--- src/rtl/byte_alu_pkg.sv ---
package byte_alu_pkg;

  localparam int FLAG_W = 3;
  localparam int C_BIT  = 0;
  localparam int DC_BIT = 1;
  localparam int Z_BIT  = 2;

  typedef enum logic [3:0] {
    OP_ADD   = 4'd0,
    OP_SUB   = 4'd1,
    OP_AND   = 4'd2,
    OP_OR    = 4'd3,
    OP_XOR   = 4'd4,
    OP_NOTF  = 4'd5,
    OP_NOTW  = 4'd6,
    OP_INC   = 4'd7,
    OP_DEC   = 4'd8,
    OP_RL    = 4'd9,
    OP_RR    = 4'd10,
    OP_SWAP  = 4'd11,
    OP_CLR   = 4'd12,
    OP_MOVE  = 4'd13,
    OP_RSV14 = 4'd14,
    OP_RSV15 = 4'd15
  } opCode_e;

  typedef enum logic [3:0] {
    SEL_ARITH,
    SEL_AND,
    SEL_OR,
    SEL_XOR,
    SEL_NOTF,
    SEL_NOTW,
    SEL_INC,
    SEL_DEC,
    SEL_RL,
    SEL_RR,
    SEL_SWAP,
    SEL_ZERO,
    SEL_PASS
  } resSel_e;

  // Strobes from control to datapath
  typedef struct packed {
    resSel_e sel;
    logic    invW;      // adder takes ~W (subtract)
    logic    cinUse;    // adder carry-in comes from stored C
    logic    cinFixed;  // adder carry-in when stored C is not used
    logic    wrC;
    logic    wrDC;
    logic    wrZ;
  } aluStrobes_t;

endpackage

--- src/rtl/byte_alu_ctrl.sv ---
module byte_alu_ctrl
  import byte_alu_pkg::*;
(
  input  logic        clk,
  input  logic        rstN,
  input  logic        opValid,
  input  logic [3:0]  opCode,
  input  logic        carryExtend,
  output aluStrobes_t strobes
);

  aluStrobes_t raw;

  always_comb begin
    raw          = '0;
    raw.sel      = SEL_PASS;
    raw.cinUse   = carryExtend;
    unique case (opCode_e'(opCode))
      OP_ADD: begin
        raw.sel      = SEL_ARITH;
        raw.cinFixed = 1'b0;
        raw.wrC      = 1'b1;
        raw.wrDC     = 1'b1;
        raw.wrZ      = 1'b1;
      end
      OP_SUB: begin
        raw.sel      = SEL_ARITH;
        raw.invW     = 1'b1;
        raw.cinFixed = 1'b1;
        raw.wrC      = 1'b1;
        raw.wrDC     = 1'b1;
        raw.wrZ      = 1'b1;
      end
      OP_AND:  begin raw.sel = SEL_AND;  raw.wrZ = 1'b1; end
      OP_OR:   begin raw.sel = SEL_OR;   raw.wrZ = 1'b1; end
      OP_XOR:  begin raw.sel = SEL_XOR;  raw.wrZ = 1'b1; end
      OP_NOTF: begin raw.sel = SEL_NOTF; raw.wrZ = 1'b1; end
      OP_NOTW: begin raw.sel = SEL_NOTW; raw.wrZ = 1'b1; end
      OP_INC:  begin raw.sel = SEL_INC;  raw.wrZ = 1'b1; end
      OP_DEC:  begin raw.sel = SEL_DEC;  raw.wrZ = 1'b1; end
      OP_RL:   begin raw.sel = SEL_RL;   raw.wrC = 1'b1; end
      OP_RR:   begin raw.sel = SEL_RR;   raw.wrC = 1'b1; end
      OP_SWAP: begin raw.sel = SEL_SWAP; end
      OP_CLR:  begin raw.sel = SEL_ZERO; raw.wrZ = 1'b1; end
      OP_MOVE: begin raw.sel = SEL_PASS; raw.wrZ = 1'b1; end
      default: begin raw.sel = SEL_PASS; end
    endcase
  end

  always_comb begin
    strobes      = raw;
    strobes.wrC  = raw.wrC  & opValid;
    strobes.wrDC = raw.wrDC & opValid;
    strobes.wrZ  = raw.wrZ  & opValid;
  end

  // digit carry is written only together with carry and zero
  dc_with_c_chk: assert property (@(posedge clk) disable iff (!rstN)
    strobes.wrDC |-> (strobes.wrC && strobes.wrZ));


  idle_no_write_chk: assert property (@(posedge clk) disable iff (!rstN)
    !opValid |-> !(strobes.wrC || strobes.wrDC || strobes.wrZ));

endmodule

--- src/rtl/byte_alu_datapath.sv ---
module byte_alu_datapath
  import byte_alu_pkg::*;
#(
  parameter int DATA_W = 8
) (
  input  logic              clk,
  input  logic              rstN,
  input  aluStrobes_t       strobes,
  input  logic [DATA_W-1:0] wOp,
  input  logic [DATA_W-1:0] fOp,
  output logic [DATA_W-1:0] resOut,
  output logic              resZero,
  output logic [FLAG_W-1:0] flags
);

  localparam int NIB_W = DATA_W / 2;

  logic              carryQ;
  logic              cin;
  logic [DATA_W-1:0] addB;
  logic [DATA_W:0]   sumFull;
  logic [NIB_W:0]    sumLow;
  logic              carryNext;
  logic [FLAG_W-1:0] flagsNext;

  assign carryQ = flags[C_BIT];
  assign cin    = strobes.cinUse ? carryQ : strobes.cinFixed;
  assign addB   = strobes.invW ? ~wOp : wOp;

  assign sumFull = {1'b0, fOp} + {1'b0, addB} + {{DATA_W{1'b0}}, cin};
  assign sumLow  = {1'b0, fOp[NIB_W-1:0]} + {1'b0, addB[NIB_W-1:0]}
                 + {{NIB_W{1'b0}}, cin};

  always_comb begin
    unique case (strobes.sel)
      SEL_ARITH: resOut = sumFull[DATA_W-1:0];
      SEL_AND:   resOut = fOp & wOp;
      SEL_OR:    resOut = fOp | wOp;
      SEL_XOR:   resOut = fOp ^ wOp;
      SEL_NOTF:  resOut = ~fOp;
      SEL_NOTW:  resOut = wOp ^ {DATA_W{1'b1}};
      SEL_INC:   resOut = fOp + {{(DATA_W-1){1'b0}}, 1'b1};
      SEL_DEC:   resOut = fOp - {{(DATA_W-1){1'b0}}, 1'b1};
      SEL_RL:    resOut = {fOp[DATA_W-2:0], carryQ};
      SEL_RR:    resOut = {carryQ, fOp[DATA_W-1:1]};
      SEL_SWAP:  resOut = {fOp[NIB_W-1:0], fOp[DATA_W-1:NIB_W]};
      SEL_ZERO:  resOut = '0;
      default:   resOut = fOp;
    endcase
  end

  assign resZero = (resOut == '0);

  always_comb begin
    unique case (strobes.sel)
      SEL_ARITH: carryNext = sumFull[DATA_W];
      SEL_RL:    carryNext = fOp[DATA_W-1];
      SEL_RR:    carryNext = fOp[0];
      default:   carryNext = carryQ;
    endcase
  end

  always_comb begin
    flagsNext = flags;
    if (strobes.wrC)  flagsNext[C_BIT]  = carryNext;
    if (strobes.wrDC) flagsNext[DC_BIT] = sumLow[NIB_W];
    if (strobes.wrZ)  flagsNext[Z_BIT]  = resZero;
  end

  always_ff @(posedge clk or negedge rstN) begin
    if (!rstN) flags <= '0;
    else       flags <= flagsNext;
  end

  // plain subtract, carry means no borrow
  sub_carry_chk: assert property (@(posedge clk) disable iff (!rstN)
    (strobes.wrC && strobes.sel == SEL_ARITH && strobes.invW && !strobes.cinUse)
    |=> flags[C_BIT] == ($past(fOp) >= $past(wOp)));

  // plain add, carry means the sum passed the top
  add_carry_chk: assert property (@(posedge clk) disable iff (!rstN)
    (strobes.wrC && strobes.sel == SEL_ARITH && !strobes.invW && !strobes.cinUse)
    |=> flags[C_BIT] == ($past(fOp) > ~$past(wOp)));

  // rotate left takes carry from the old top bit, zero untouched
  rl_carry_chk: assert property (@(posedge clk) disable iff (!rstN)
    (strobes.wrC && strobes.sel == SEL_RL)
    |=> (flags[C_BIT] == $past(fOp[DATA_W-1])) && $stable(flags[Z_BIT]));

  // no write strobe, no flag change
  flags_hold_chk: assert property (@(posedge clk) disable iff (!rstN)
    !(strobes.wrC || strobes.wrDC || strobes.wrZ) |=> $stable(flags));


  zero_flag_chk: assert property (@(posedge clk) disable iff (!rstN)
    strobes.wrZ |=> flags[Z_BIT] == ($past(resOut) == '0));

endmodule

--- src/rtl/byte_alu.sv ---
module byte_alu
  import byte_alu_pkg::*;
#(
  parameter int DATA_W = 8
) (
  input  logic              clk,
  input  logic              rstN,
  input  logic              opValid,
  input  logic [3:0]        opCode,
  input  logic [DATA_W-1:0] wIn,
  input  logic [DATA_W-1:0] fIn,
  input  logic              carryExtend,
  output logic [DATA_W-1:0] result,
  output logic              resultZero,
  output logic [FLAG_W-1:0] statusOut
);

  aluStrobes_t strobes;

  byte_alu_ctrl u_ctrl (
    .clk         (clk),
    .rstN        (rstN),
    .opValid     (opValid),
    .opCode      (opCode),
    .carryExtend (carryExtend),
    .strobes     (strobes)
  );

  byte_alu_datapath #(.DATA_W(DATA_W)) u_dp (
    .clk     (clk),
    .rstN    (rstN),
    .strobes (strobes),
    .wOp     (wIn),
    .fOp     (fIn),
    .resOut  (result),
    .resZero (resultZero),
    .flags   (statusOut)
  );

endmodule

--- config.mk ---
export PLATFORM = sky130hd
export DESIGN_NAME = byte_alu
export DESIGN_NICKNAME = d
export VERILOG_FILES = /design/src/rtl/byte_alu_pkg.sv /design/src/rtl/byte_alu_ctrl.sv /design/src/rtl/byte_alu_datapath.sv /design/src/rtl/byte_alu.sv
export SDC_FILE = /design/constraint.sdc
export NUM_CORES = 1
export LEC_CHECK = 0
export ABC_AREA = 1
export BUFFER_PORTS_ARGS = -buffer_cell sky130_fd_sc_hd__buf_2
export CORE_ASPECT_RATIO = 1.5
export CORE_UTILIZATION = 58
export CTS_CLUSTER_DIAMETER = 50
export CTS_CLUSTER_SIZE = 20
export DETAILED_ROUTE_END_ITERATION = 8
export GPL_TIMING_DRIVEN = 0
export HOLD_SLACK_MARGIN = 0.03
export PLACE_DENSITY = 0.8
export SYNTH_ARGS = -nofsm -noshare
export SYNTH_HDL_FRONTEND = slang
export SYNTH_SLANG_ARGS = --single-unit
--- constraint.sdc ---
create_clock -name clk -period 4.2 [get_ports clk]
set_clock_uncertainty 0.2 [all_clocks]
set_input_delay 0.42 -clock clk [delete_from_list [all_inputs] [get_ports clk]]
set_output_delay 0.42 -clock clk [all_outputs]
set_load 0.1 [all_outputs]
# Yosys cells after proc, flatten, opt, wreduce, memory -nomap -nowiden
# Cells that the tools add are included.
[word_totals] input_bits=24 romBits=0 elab_cells=58 ramBits=0 reg_bits=3 latch_bits=0 n_memories=0 output_inout_bits=12
[classes] n_eq_ne=24 magnitude_cmp=0 div=0 multipliers=0 n_mux=9 n_shift=0 n_reduce_logical=8 n_bitwise=8 n_addsub=6
[ops] cell="one-hot mux 8 bit (12 select lines)" count=1
[ops] cell="one-hot mux 4 bit (12 select lines)" count=1
[ops] cell="equality test 4 bit, second input constant" count=10
[ops] cell="equality test 4 x 3 -> 1 bit, second input constant" count=8
[ops] cell="equality test 4 x 2 -> 1 bit, second input constant" count=4
[ops] cell="inverter 8 bit" count=2
[ops] cell="OR reduction 11 bit" count=1
[ops] cell="adder 8 x 8 -> 9 bit" count=1
[ops] cell="adder 9 x 1 -> 9 bit" count=1
[ops] cell="adder 8 x 1 -> 8 bit, second input constant" count=1
[ops] cell="bitwise AND 8 bit" count=1
[ops] cell="equality test 4 x 1 -> 1 bit, second input constant" count=2
[ops] cell="logical NOT 4 bit" count=2
[ops] cell="logical NOT 8 bit" count=1
[ops] cell="2-to-1 mux 8 bit" count=1
[ops] cell="OR 8 bit" count=1
[ops] cell="subtractor 8 x 1 -> 8 bit, second input constant" count=1
[ops] cell="XOR 8 bit" count=1
[ops] cell="adder 4 x 4 -> 5 bit" count=1
[ops] cell="adder 5 x 1 -> 5 bit" count=1
[ops] cell="2-to-1 mux 1 bit" count=5
[ops] cell="OR reduction 4 bit" count=1
[ops] cell="bitwise AND 1 bit" count=3
[ops] cell="one-hot mux 1 bit (3 select lines)" count=1
[ops] cell="3 further kinds" count=3

# Longest topological paths before layout
[depth] word_depth=7 mapped_depth=20 mapped_depth_nobuf=20

# Cells and area by module
# From an unflattened synthesis, not the netlist that was laid out.
[hier_totals] cells_unflattened=378 area_unflattened_um2=2042.0
[by_module_without_submodules] module="byte_alu_datapath" cells_per_inst=348 area_each_um2=1899.3 n_inst=1
[by_module_without_submodules] module="byte_alu_ctrl" cells_per_inst=30 area_each_um2=142.6 n_inst=1

# Worst setup path before layout
# OpenSTA, ideal clock, no wires.
[synth_path] path_type="input to output" startpoint="input port opCode[3]" endpoint="output port resultZero" required_ns=3.580 setup_slack_ns=0.088 arrival_ns=3.492 path_stages=14 path_buffers=0 cell_sequence="nor2_1 > nand2_1 > xor2_1 > inv_1 > fa_1 > fa_1 > nor2_1 > nor3_1 > nor3_1 > nand3_1 > nand2_1 > nand2_1 > nor2_1 > and2_1"
[synth_between] elab_chain_cells=7 elab_cells_between_ends=34 cone_classes="add/sub: 2; eq/ne: 23; mux: 5; reduce/logical: 4"
[synth_lines] item="from (decl)" line="byte_alu.sv:9" rtl="input logic [3:0] opCode,"
[synth_lines] item="equality test 4 x 1 -> 1 bit" line="byte_alu_ctrl.sv:18" rtl="unique case (opCode_e'(opCode))"
[synth_lines] item="2-to-1 mux 1 bit" line="byte_alu_ctrl.sv:18"
[synth_lines] item="2-to-1 mux 8 bit" line="byte_alu_datapath.sv:28" rtl="assign addB = strobes.invW ? ~wOp : wOp;"
[synth_lines] item="adder 8 x 8 -> 9 bit" line="byte_alu_datapath.sv:30" rtl="assign sumFull = {1'b0, fOp} + {1'b0, addB} + {{DATA_W{1'b0}}, cin};"
[synth_lines] item="adder 9 x 1 -> 9 bit" line="byte_alu_datapath.sv:30"
[synth_lines] item="one-hot mux 8 bit (12 select lines) *" line="byte_alu_datapath.sv:35" rtl="unique case (strobes.sel)"
[synth_lines] item="logical NOT 8 bit *" line="byte_alu_datapath.sv:52" rtl="assign resZero = (resOut == '0);"
[synth_lines] item="to (decl)" line="byte_alu.sv:14" rtl="output logic resultZero,"
# Mark *: on every way between the ends. The rest lies on a longest branch, timed or not.

# Final worst setup path
[layout_path] startpoint="input port opCode[0]" endpoint="output port resultZero"
# The elaborated chain is that of the path after synthesis.

==> summary.txt <==
Route
  • # DRC: 2
  • Drt initial violations: 152
  • Drt pass-1 iters: 9
  • DRT Wirelength: 6.40 mm
  • Detail-routed via count per cell: 5.38
  • WL/cell: 13.4 um
  • Vias after detailed routing: 2566
  • Antenna Nets Post-Route: 0

Yosys
  • Gate Count Post-Synth: 395
  • #FFs+latches synth: 3
  • Mapped cell area: 0.00205 mm2
  • Syn Nets: 451
  • Synth top area share: 0.267
  • Sequential-to-total area share from yosys stat: 0.0366
  • Synth cell types: 27
  • Avg Inst Size Synth: 5.19 um2
  • Main area contributors after synthesis: nand2_1, ha_1, inv_1
  • YS warnings: 0
  • Largest area contributor in the netlist: nand2_1

CTS
  • Worst-Skew Late Latency: 220 ps
  • Clock Root Buffer: clkbuf_8
  • Post-CTS setup buffers: 0
  • Clk sink count: 3
  • Clock transition at the registers of the reported paths: 30 ps
  • CTS tree: built
  • CTS H-tree lvls: 1
  • CTS max path bufs: 2
  • Num CTS Buffers: 3

Global routing
  • Total global-route track usage: 0.355
  • Largest net degree at the start of global routing: 11
  • Vias in the first global route: 2330
  • GRT Residual Overflow: 0
  • Initial antenna violation count: 0
  • First-pass GRT wire length: 10.1 mm

Cells and area
  • Non-Filler Instances: 477
  • # diodes: 0
  • Biggest register: u_dp.flags
  • Area Growth Syn to Fin: 15.3%
  • Final Cell Area: 0.00236 mm2
  • Commonest cells after routing, fill and taps aside: nand2_1, inv_1, nor2_1, nand3_1, buf_2
  • Register Area: 75.1 um2
  • Max FFs per register: 3
  • Fillers: 355
  • Biggest regs: u_dp.flags (3)
  • Nets: 492
  • Share of cells above drive strength 1: 0.110
  • Commonest non-fill, non-tap cell in the layout: nand2_1
  • Multi-input gate area: 0.00171 mm2

Place
  • Post-placement cell count: 472
  • IO Port Bufs: 35
  • Dpl hpwl: 5.15 mm
  • Routability Congestion: 1.01
  • Placed Area: 0.00228 mm2

Critical path
  • WP data required: 3580 ps
  • Worst r2r path cells: 13
  • Worst Path Max Fanout: 9
  • R2R Path End: u_dp.flags[2]
  • Crit start category: input port
  • Reg-to-reg setup timing slack: 1460 ps
  • Crit Reg-Reg Startpoint: u_dp.flags[0]
  • Path type of the worst setup path: in -> out
  • Arr. time, crit path: 3320 ps
  • Critical Path End Type: output pin

Timing
  • RSZ-0062 raised after global routing: no
  • Setup TNS: 0 ps
  • Worst hold slack: 277 ps
  • Final Hold Viols: 0
  • Max Fclk: 0.254 GHz
  • Period utilization: 0.938
  • Worst-margin pin slew: 547 ps
  • Rel. slew slack: 0.634
  • Pins Over Slew Limit: 0
  • Setup Viol. Count Final: 0
  • Min cycle time layout: 3940 ps

Min path
  • HP Start: u_dp.flags[2]
  • Hold EP: u_dp.flags[2]
  • HP Class: reg -> reg
  • WHS Path Cells: 2

Pwr
  • Pwr/cell area: 219 mW/mm2
  • Max VDD drop: 0.275 mV
  • Leakage power total: 1.49 nW

Status
  • Failing checks: design-rule violations
  • Status: finished, violations left

Run
  • Max Cap Viol: 0

Die
  • Rows: 26
  • Die area: 0.00378 mm2
  • Die span in x: 50.6 um
  • Initial core utilization: 0.606
  • Top Ports: 36
  • Die Span Y: 74.8 um
  • Total core area: 0.00338 mm2
[worst max path at each step]
| stage | from | endpoint | slack [ps] | cells after the start |
|---|---|---|---|---|
| floorplan | opCode[3] | resultZero | 90 | 14 |
| global placement | opCode[2] | resultZero | -360 | 16 |
| detailed placement | opCode[2] | resultZero | -340 | 16 |
| CTS | opCode[0] | resultZero | 20 | 17 |
| global route | opCode[0] | resultZero | 40 | 17 |
| finish | opCode[0] | resultZero | 260 | 17 |
[routing by layer]
| metal | vias up | track usage | routed length (um) |
|---|---|---|---|
| li1 | 1306 | - | - |
| met1 | 1148 | 0.403 | 2550 |
| met2 | 90 | 0.673 | 3290 |
| met3 | 22 | 0.0162 | 326 |
| met4 | 0 | 0.170 | 244 |
| met5 | - | 0 | 0 |
[repair_timing]
| action | CTS | global route |
|---|---|---|
| hold endpoints to repair | 3 | 0 |
| hold buffers | 1 | 0 |
| resized for setup | 4 | 5 |
| endpoints found under the setup margin | 1 | 1 |
| cloned | 0 | 0 |
[cells by family (layout without fill, tap and decap cells)]
logic type / after synthesis / after routing / synth area share
AOI/OAI and AO/OA: 32 / 32 / 0.0872
xor gates and xnor gates: 9 / 9 / 0.0384
adders and majority gates: 32 / 32 / 0.206
buffers and inverters: 78 / 118 / 0.143
DFF: 3 / 3 / 0.0366
muxes: 1 / 1 / 0.00549
and+or+nand+nor: 240 / 240 / 0.483
[critical path: stages]
cell     delay (ps)
buf_2           130
inv_1            90
nor2_4          170
nand2_4         150
xor2_1          160
inv_1            70
fa_1            450
fa_1            440
inv_1            60
nor2_1           40
nor3b_1         220
nand3_1         110
nor2_1          140
nand2_1         110
nor2_2          160
and2_1          160
buf_6           220
[report_power, final]
| group | total [mW] | internal, mW | switching [mW] |
|---|---|---|---|
| logic | 0.390 | 0.0939 | 0.297 |
| registers | 0.0420 | 0.0350 | 0.00703 |
| clock network | 0.0862 | 0.0649 | 0.0213 |
[per-stage QoR]
stage / util / power [mW] / setup slack [ps]
after floorplan: - / 0.337 / 87.9
after global placement: 0.673 / 0.419 / -363
after detailed placement: 0.673 / 0.423 / -341
after CTS: 0.693 / 0.511 / 15.9
after global routing: 0.699 / 0.555 / 38.1
final: 0.699 / 0.519 / 260
[cell type report]
| cell class | instances | area share |
|---|---|---|
| clock buffer | 4 | 0.0190 |
| multi-input combinational | 314 | 0.722 |
| buffer | 1 | 0.00212 |
| sequential | 3 | 0.0317 |
| timing repair buffer | 36 | 0.0810 |
| inverter | 77 | 0.122 |
| tap | 42 | 0.0222 |
[cells in the mapped netlist, drive strengths merged]
library cell and number:
a21oi 7, a221oi 1, a22oi 1, and2 1
buf 1, dfrtp 3, fa 3, ha 29
inv 77, mux2 1, nand2 147, nand3 35
nand3b 4, nand4 3, nor2 46, nor3 3
nor3b 1, o211ai 3, o21ai 17, o21bai 1
o22ai 2, xor2 9
Power figures use the tool's default switching activity.
